**src/rtl/irqmap_pkg.sv**
```systemverilog
package irqmap_pkg;
   localparam int DEF_N_PCI  = 32;
   localparam int DEF_N_OB   = 32;
   localparam int DEF_GRP    = 4;
   localparam int DEF_TGT_W  = 5;
   localparam int DEF_ADDR_W = 12;
   localparam int DEF_DATA_W = 32;
   localparam int DEF_SLOT_W = 5;
   localparam int EN_BIT     = 31;
   localparam int TGT_LSB    = 6;

   typedef enum logic [3:0] {
      RG_PMAP = 4'h0,
      RG_OMAP = 4'h1,
      RG_PCLR = 4'h2,
      RG_OCLR = 4'h3
   } region_e;
endpackage

```
**src/rtl/irqmap_route.sv**
```systemverilog
module irqmap_route #(
   parameter int N_PCI  = irqmap_pkg::DEF_N_PCI,
   parameter int GRP    = irqmap_pkg::DEF_GRP,
   parameter int SLOT_W = irqmap_pkg::DEF_SLOT_W
) (
   input  logic [SLOT_W-1:0]        slot,
   input  logic [$clog2(GRP)-1:0]   pin,
   input  logic                     fn_lsb,
   output logic [$clog2(N_PCI)-1:0] line
);
   localparam int LINE_W = $clog2(N_PCI);
   localparam int GRP_SH = $clog2(GRP);
   localparam int HALF   = N_PCI / 2;

   logic [LINE_W-1:0] base, slot_off;
   assign base     = fn_lsb ? LINE_W'(HALF) : '0;
   assign slot_off = LINE_W'(slot) << GRP_SH;
   assign line     = base + slot_off + LINE_W'(pin);
endmodule

```
**src/rtl/irqmap_regs.sv**
```systemverilog
module irqmap_regs #(
   parameter int N_PCI  = irqmap_pkg::DEF_N_PCI,
   parameter int N_OB   = irqmap_pkg::DEF_N_OB,
   parameter int GRP    = irqmap_pkg::DEF_GRP,
   parameter int TGT_W  = irqmap_pkg::DEF_TGT_W,
   parameter int ADDR_W = irqmap_pkg::DEF_ADDR_W,
   parameter int DATA_W = irqmap_pkg::DEF_DATA_W
) (
   input  logic                    clk,
   input  logic                    por_n,
   input  logic                    rst_n,
   input  logic                    bus_wr,
   input  logic [ADDR_W-1:0]       bus_addr,
   input  logic [DATA_W-1:0]       bus_wdata,
   output logic [DATA_W-1:0]       bus_rdata,
   output logic [N_PCI+N_OB-1:0]   line_en,
   output logic [N_PCI+N_OB-1:0]   zero_mask,
   output logic [N_PCI+N_OB-1:0]   clr_mask
);
   import irqmap_pkg::*;

   localparam int N_LINES  = N_PCI + N_OB;
   localparam int N_PMAP   = N_PCI / GRP;
   localparam int GRP_SH   = $clog2(GRP);
   localparam int PIDX_W   = $clog2(N_PMAP);
   localparam int OIDX_W   = $clog2(N_OB);
   localparam int INO_W    = $clog2(N_LINES);
   localparam int PCLR_LSB = 3 + GRP_SH;

   logic [3:0]        region;
   logic              odd, wr_odd, w_en, w_zero;
   logic [TGT_W-1:0]  w_tgt;
   logic [PIDX_W-1:0] pidx, cidx;
   logic [OIDX_W-1:0] oidx;

   assign region = bus_addr[11:8];
   assign odd    = bus_addr[2];
   assign wr_odd = bus_wr & odd;
   assign pidx   = bus_addr[3 +: PIDX_W];
   assign cidx   = bus_addr[PCLR_LSB +: PIDX_W];
   assign oidx   = bus_addr[3 +: OIDX_W];
   assign w_en   = bus_wdata[EN_BIT];
   assign w_tgt  = bus_wdata[TGT_LSB +: TGT_W];
   assign w_zero = !w_en && (w_tgt == '0);

   logic [N_PMAP-1:0]       p_en;
   logic [N_PMAP*TGT_W-1:0] p_tgt;
   logic [N_OB-1:0]         o_en;
   logic [N_OB*TGT_W-1:0]   o_tgt;

   for (genvar k = 0; k < N_PMAP; k++) begin : g_pmap
      logic             we, en_q;
      logic [TGT_W-1:0] tgt_q;
      assign we = wr_odd && (region == RG_PMAP) && (pidx == PIDX_W'(k));
      always_ff @(posedge clk) begin
         if (!por_n) begin
            en_q  <= 1'b0;
            tgt_q <= '1;
         end else if (!rst_n) begin
            en_q  <= 1'b0;
            tgt_q <= '0;
         end else if (we) begin
            en_q  <= w_en;
            tgt_q <= w_tgt;
         end
      end
      assign p_en[k]                    = en_q;
      assign p_tgt[k*TGT_W +: TGT_W]    = tgt_q;
      assign line_en[k*GRP +: GRP]      = {GRP{en_q}};
      assign zero_mask[k*GRP +: GRP]    = {GRP{we & w_zero}};
      assign clr_mask[k*GRP +: GRP]     =
         {GRP{wr_odd && (region == RG_PCLR) && (cidx == PIDX_W'(k))}};
   end

   for (genvar k = 0; k < N_OB; k++) begin : g_omap
      logic             we, en_q;
      logic [TGT_W-1:0] tgt_q;
      assign we = wr_odd && (region == RG_OMAP) && (oidx == OIDX_W'(k));
      always_ff @(posedge clk) begin
         if (!por_n) begin
            en_q  <= 1'b0;
            tgt_q <= '1;
         end else if (!rst_n) begin
            en_q  <= 1'b0;
            tgt_q <= '0;
         end else if (we) begin
            en_q  <= w_en;
            tgt_q <= w_tgt;
         end
      end
      assign o_en[k]                 = en_q;
      assign o_tgt[k*TGT_W +: TGT_W] = tgt_q;
      assign line_en[N_PCI+k]        = en_q;
      assign zero_mask[N_PCI+k]      = we & w_zero;
      assign clr_mask[N_PCI+k]       =
         wr_odd && (region == RG_OCLR) && (oidx == OIDX_W'(k));
   end

   always_comb begin
      bus_rdata = '0;
      if (odd) begin
         if (region == RG_PMAP) begin
            bus_rdata[EN_BIT]              = p_en[pidx];
            bus_rdata[TGT_LSB +: TGT_W]    = p_tgt[pidx*TGT_W +: TGT_W];
            bus_rdata[INO_W-1:0]           = INO_W'(pidx) << GRP_SH;
         end else if (region == RG_OMAP) begin
            bus_rdata[EN_BIT]              = o_en[oidx];
            bus_rdata[TGT_LSB +: TGT_W]    = o_tgt[oidx*TGT_W +: TGT_W];
            bus_rdata[INO_W-1:0]           = INO_W'(N_PCI) + INO_W'(oidx);
         end
      end
   end

   logic unused_bits;
   assign unused_bits = ^{bus_addr, bus_wdata};
endmodule

```
**src/rtl/irqmap_arb.sv**
```systemverilog
module irqmap_arb #(
   parameter int N_PCI = irqmap_pkg::DEF_N_PCI,
   parameter int N_OB  = irqmap_pkg::DEF_N_OB
) (
   input  logic                          clk,
   input  logic                          por_n,
   input  logic                          rst_n,
   input  logic [N_PCI+N_OB-1:0]         irq_lvl,
   input  logic [N_PCI+N_OB-1:0]         line_en,
   input  logic [N_PCI+N_OB-1:0]         kill_mask,
   output logic [$clog2(N_PCI+N_OB):0]   req_id,
   output logic [N_PCI+N_OB-1:0]         req_vec
);
   localparam int N_LINES = N_PCI + N_OB;
   localparam int ID_W    = $clog2(N_LINES) + 1;
   localparam logic [ID_W-1:0] ID_NONE = '1;

   function automatic logic [ID_W-1:0] lowest(input logic [N_LINES-1:0] v);
      lowest = ID_NONE;
      for (int i = N_LINES - 1; i >= 0; i--) begin
         if (v[i]) lowest = ID_W'(i);
      end
   endfunction

   logic [N_LINES-1:0] pend, rise, cand, pci_fire;
   logic [ID_W-1:0]    req_q, req_d;
   logic               kill;

   assign rise     = irq_lvl & ~pend;
   assign cand     = irq_lvl & line_en;
   assign pci_fire = {{N_OB{1'b0}}, rise[N_PCI-1:0] & line_en[N_PCI-1:0]};
   assign kill     = (req_q != ID_NONE) && kill_mask[req_q[ID_W-2:0]];

   always_comb begin
      req_d = req_q;
      if (kill)
         req_d = ID_NONE;
      else if (|pci_fire)
         req_d = lowest(pci_fire);
      else if (req_q == ID_NONE)
         req_d = lowest(cand);
   end

   always_ff @(posedge clk) begin
      if (!por_n || !rst_n) begin
         pend  <= '0;
         req_q <= ID_NONE;
      end else begin
         pend  <= irq_lvl;
         req_q <= req_d;
      end
   end

   assign req_id = req_q;
   for (genvar i = 0; i < N_LINES; i++) begin : g_vec
      assign req_vec[i] = (req_q == ID_W'(i));
   end
endmodule

```
**src/rtl/irqmap_ctrl.sv**
```systemverilog
module irqmap_ctrl #(
   parameter int N_PCI  = irqmap_pkg::DEF_N_PCI,
   parameter int N_OB   = irqmap_pkg::DEF_N_OB,
   parameter int GRP    = irqmap_pkg::DEF_GRP,
   parameter int TGT_W  = irqmap_pkg::DEF_TGT_W,
   parameter int ADDR_W = irqmap_pkg::DEF_ADDR_W,
   parameter int DATA_W = irqmap_pkg::DEF_DATA_W,
   parameter int SLOT_W = irqmap_pkg::DEF_SLOT_W
) (
   input  logic                          clk,
   input  logic                          por_n,
   input  logic                          rst_n,
   input  logic                          bus_wr,
   input  logic [ADDR_W-1:0]             bus_addr,
   input  logic [DATA_W-1:0]             bus_wdata,
   output logic [DATA_W-1:0]             bus_rdata,
   input  logic [N_PCI+N_OB-1:0]         irq_lvl,
   output logic [$clog2(N_PCI+N_OB):0]   req_id,
   output logic [N_PCI+N_OB-1:0]         req_vec,
   input  logic [SLOT_W-1:0]             rt_slot,
   input  logic [$clog2(GRP)-1:0]        rt_pin,
   input  logic                          rt_fn_lsb,
   output logic [$clog2(N_PCI)-1:0]      rt_line
);
   localparam int N_LINES = N_PCI + N_OB;

   if (N_PCI % GRP != 0) begin : g_bad_grp
      $error("N_PCI must be a multiple of GRP");
   end
   if ((1 << $clog2(N_LINES)) != N_LINES || (1 << $clog2(GRP)) != GRP) begin : g_bad_pow
      $error("line count and group size must be powers of two");
   end
   if (DATA_W != 32 || ADDR_W < 12) begin : g_bad_bus
      $error("bus needs 32-bit data and at least 12 address bits");
   end
   if (3 + $clog2(N_OB) > 8 || 3 + $clog2(N_PCI) > 8) begin : g_bad_idx
      $error("register index fields exceed address bits [7:3]");
   end
   if ($clog2(N_LINES) > irqmap_pkg::TGT_LSB ||
       irqmap_pkg::TGT_LSB + TGT_W > irqmap_pkg::EN_BIT) begin : g_bad_fld
      $error("mapping register fields overlap");
   end

   logic [N_LINES-1:0] line_en, zero_mask, clr_mask;

   irqmap_regs #(
      .N_PCI(N_PCI), .N_OB(N_OB), .GRP(GRP), .TGT_W(TGT_W),
      .ADDR_W(ADDR_W), .DATA_W(DATA_W)
   ) u_regs (
      .clk(clk), .por_n(por_n), .rst_n(rst_n),
      .bus_wr(bus_wr), .bus_addr(bus_addr), .bus_wdata(bus_wdata),
      .bus_rdata(bus_rdata), .line_en(line_en),
      .zero_mask(zero_mask), .clr_mask(clr_mask)
   );

   irqmap_arb #(.N_PCI(N_PCI), .N_OB(N_OB)) u_arb (
      .clk(clk), .por_n(por_n), .rst_n(rst_n),
      .irq_lvl(irq_lvl), .line_en(line_en),
      .kill_mask(zero_mask | clr_mask),
      .req_id(req_id), .req_vec(req_vec)
   );

   irqmap_route #(.N_PCI(N_PCI), .GRP(GRP), .SLOT_W(SLOT_W)) u_route (
      .slot(rt_slot), .pin(rt_pin), .fn_lsb(rt_fn_lsb), .line(rt_line)
   );
endmodule

```
**config.mk**
```make
export PLATFORM = sky130hd
export DESIGN_NAME = irqmap_ctrl
export DESIGN_NICKNAME = d
export VERILOG_FILES = /design/src/rtl/irqmap_pkg.sv /design/src/rtl/irqmap_route.sv /design/src/rtl/irqmap_regs.sv /design/src/rtl/irqmap_arb.sv /design/src/rtl/irqmap_ctrl.sv
export SDC_FILE = /design/constraint.sdc
export NUM_CORES = 1
export LEC_CHECK = 0
export ABC_AREA = 1
export BUFFER_PORTS_ARGS = -buffer_cell sky130_fd_sc_hd__buf_2
export CAP_MARGIN = 20
export CORE_ASPECT_RATIO = 1.25
export CORE_MARGIN = 2
export CORE_UTILIZATION = 51
export CTS_CLUSTER_SIZE = 14
export DETAILED_ROUTE_END_ITERATION = 8
export PLACE_DENSITY = 0.76
export SLEW_MARGIN = 40
export SYNTH_ARGS = -nofsm -noshare
export SYNTH_HDL_FRONTEND = slang
export SYNTH_SLANG_ARGS = --single-unit
```
**constraint.sdc**
```tcl
create_clock -name clk -period 3.69 [get_ports clk]
set_clock_uncertainty 0.15 [all_clocks]
set_input_delay 0.738 -clock clk [delete_from_list [all_inputs] [get_ports clk]]
set_output_delay 0.738 -clock clk [all_outputs]
set_load 0.1 [all_outputs]
```
==> impl_metrics.py <==
metrics = {
    "clocking": {
        "numCtsBuffers": 28,
        "path_clk_slew_ps": 70,
        "hold_buffers": 0,
        "htreeDepth": 1,
        "cts.sinks": 279,
        "clockRootBuffer": "clkbuf_16",
        "cts_tree": "yes",
        "cts.path.max_buffers": 3,
        "clk_latency_ps": 550,
    },
    "layout": {
        "layout_commonest_cell": "nand2_1",
        "stdcell_count": 2489,
        "drive_gt1_share_pct": 23.1,
        "layout.nets": 2245,
        "most-common-layout-cells": "nand2_1, dfxtp_1, nor2_1",
        "syn_to_final_growth_pct": 24.4,
        "final_util_pct": 64.0,
    },
    "yosys": {
        "synth_edf_count": 0,
        "syn_area_sq_mm": 0.0137,
        "ys_types": 40,
        "ys_seq_area_share_pct": 40.7,
        "syn_inst": 1920,
        "yosys-top-cells-area": "dfxtp_1, nand2_1, o211ai_1",
        "synthArstFlopShare_pct": 0,
        "ys.warnings.count": 0,
        "yosys.area.top_type": "dfxtp_1",
        "synth_ff_type": "dfxtp_1",
        "synth_top_cell_area_share_pct": 40.7,
        "avgSynthCellArea_sq_um": 7.14,
        "synth_seq_cells": 279,
    },
    "sta": {
        "finalHoldViolations": 0,
        "fin_ws_ps": -202,
        "min_period_ps": 3890,
        "timing.hold.ws_ps": 255,
        "tns_ps": -202,
        "max_freq_mhz": 257,
        "drv_slew": 0,
        "slew_headroom_pct": 41.5,
        "fin_crit_sh_pct": 105,
        "tightest_slew_ps": 877,
        "setup_viol": 1,
        "rsz0062_at_grt": "yes",
    },
    "place": {
        "numPlacedInstances": 2423,
        "io_buffer_count": 169,
        "hpwl_mm": 33.6,
        "gp_congestion": 0.973,
        "detailedPlace.worstSlack_ps": -725,
    },
    "critical_path": {
        "required_ps": 3990,
        "crit_start": "u_regs.g_omap[30].en_q",
        "cpMostUsedCell": "nand2_1",
        "crit_path_end_kind": "flop",
        "crit_path_max_incr_delay_ps": 330,
        "start_kind": "flop",
        "cp_slowest_cell": "dfxtp_2",
        "critPathMaxFanout": 2,
        "worstPathArrival_ps": 4190,
        "reg2reg_from": "u_regs.g_omap[30].en_q",
        "critPathKind": "reg2reg",
    },
    "die": {
        "die_h_um": 187,
        "die_w_um": 151,
        "core_sq_mm": 0.0267,
        "ios": 228,
        "placementRows": 67,
        "die_area_sq_mm": 0.0282,
        "start_util_pct": 51.5,
    },
    "route": {
        "vias": 15000,
        "vias_per_cell": 6.04,
        "postRouteWirelength_mm": 49.3,
        "wl_per_cell_um": 19.8,
        "drt_first_pass_iters": 6,
        "drt_iter0_drc": 1706,
        "drcViolationCount": 0,
        "ant_nets": 0,
    },
    "global_route": {
        "grt_pass1_wl_mm": 74.3,
        "gr-total-overflow": 0,
        "grt_busiest_layer": "met2",
        "grt_max_degree": 201,
        "grt_antenna_before_repair": 0,
        "met1_usage_pct": 40.8,
        "grtUsageMet2_pct": 54.2,
        "grt_use_met3_pct": 5.29,
        "grt_pass1_vias": 13900,
        "track_usage_pct": 33.1,
    },
    "power": {
        "p_leak_uw": 0.00779,
        "p_per_area_mw_per_mm2": 447,
        "peakVddDrop_mv": 0.230,
    },
    "min_path": {
        "min_from": "irq_lvl[20]",
        "min-delay-path-class": "in2reg",
    },
    "outcome": {
        "status": "finished with violations",
        "violations": "setup timing",
    },
    "run": {
        "cap_violations": 0,
    },
}
-- cells in the mapped netlist (all sizes together) (5+ instances only) --
library cell	n
nand2	480
inv	138
clkbuf	97
nor4	11
o22a	8
nor3	14
nand4	6
dfxtp	279
o211ai	202
o221ai	10
a22oi	96
o22ai	27
o31ai	10
nor2	300
buf	28
a21oi	109
a221oi	6
or4	5
o21ai	59
nand3	13
-- logic make-up after synthesis --
| kind of cell | Yosys count | synth area share, % |
|---|---|---|
| and+or+nand+nor | 830 | 24.5 |
| other | 1 | 0.0273 |
| buffers and inverters | 266 | 7.95 |
| DFF | 279 | 40.7 |
| xor gates and xnor gates | 1 | 0.0639 |
| AOI/OAI and AO/OA | 543 | 26.7 |
-- critical path: cells and delay by family (launching register included) --
kind	cells	cell delay, ps
flip-flops	1	330
buffers and inverters	1	40
AND/OR/NAND/NOR	66	3290
-- repair_timing --
item	CTS	global route
cloned	1	3
endpoints found under the setup margin	7	7
buffers inserted	5	9
pin swaps	11	18
gates resized for setup	41	33
-- per-stage QoR --
stage	cell area, sq um	power [uW]
floorplan	13900	4230
finish	17100	7620
CTS	16800	7550
global route	17100	7840
global placement	15600	4580
detailed placement	15600	4600
-- final cells by class --
cell class | instances | area (sq um)
well taps | 345 | 432
repair buffers | 281 | 2090
clock buffers | 38 | 790
inverters | 141 | 541
diodes | 1 | 2.50
flip-flops and latches | 279 | 5590
multi-input cells | 1394 | 7470
fillers | 2338 | 9600
clock inverters | 10 | 150
-- flip-flops by register name, indices dropped and copies added, names as in the netlist --
signal               cells
u_regs.g_pmap.en_q       8
u_regs.g_pmap.tgt_q     40
u_arb.req_id             7
u_regs.g_omap.tgt_q    160
u_arb.pend              32
u_regs.g_omap.en_q      32
-- per-layer routing --
metal | up-vias | share of wire [%]
met3 | 202 | 9.2
li1 | 6998 | -
met4 | 0 | 6.4
met2 | 830 | 47
met1 | 7016 | 38
met5 | - | 0
-- where the power goes --
group	switching, uW	internal [uW]	leakage, uW
Clock	1190	1760	0.000466
Combinational	938	417	0.00500
Sequential	113	3200	0.00232
-- worst paths after layout --
check	endpoint	slack, ps	cells past startpoint
setup reg to reg	u_arb.req_id[0]	-200	67
setup / recovery	u_arb.req_id[0]	-200	67
hold / removal	u_arb.pend[20]	250	3
hold reg to reg	u_regs.g_omap[18].tgt_q[3]	330	2
No activity file was read; power rests on OpenSTA's default activity.
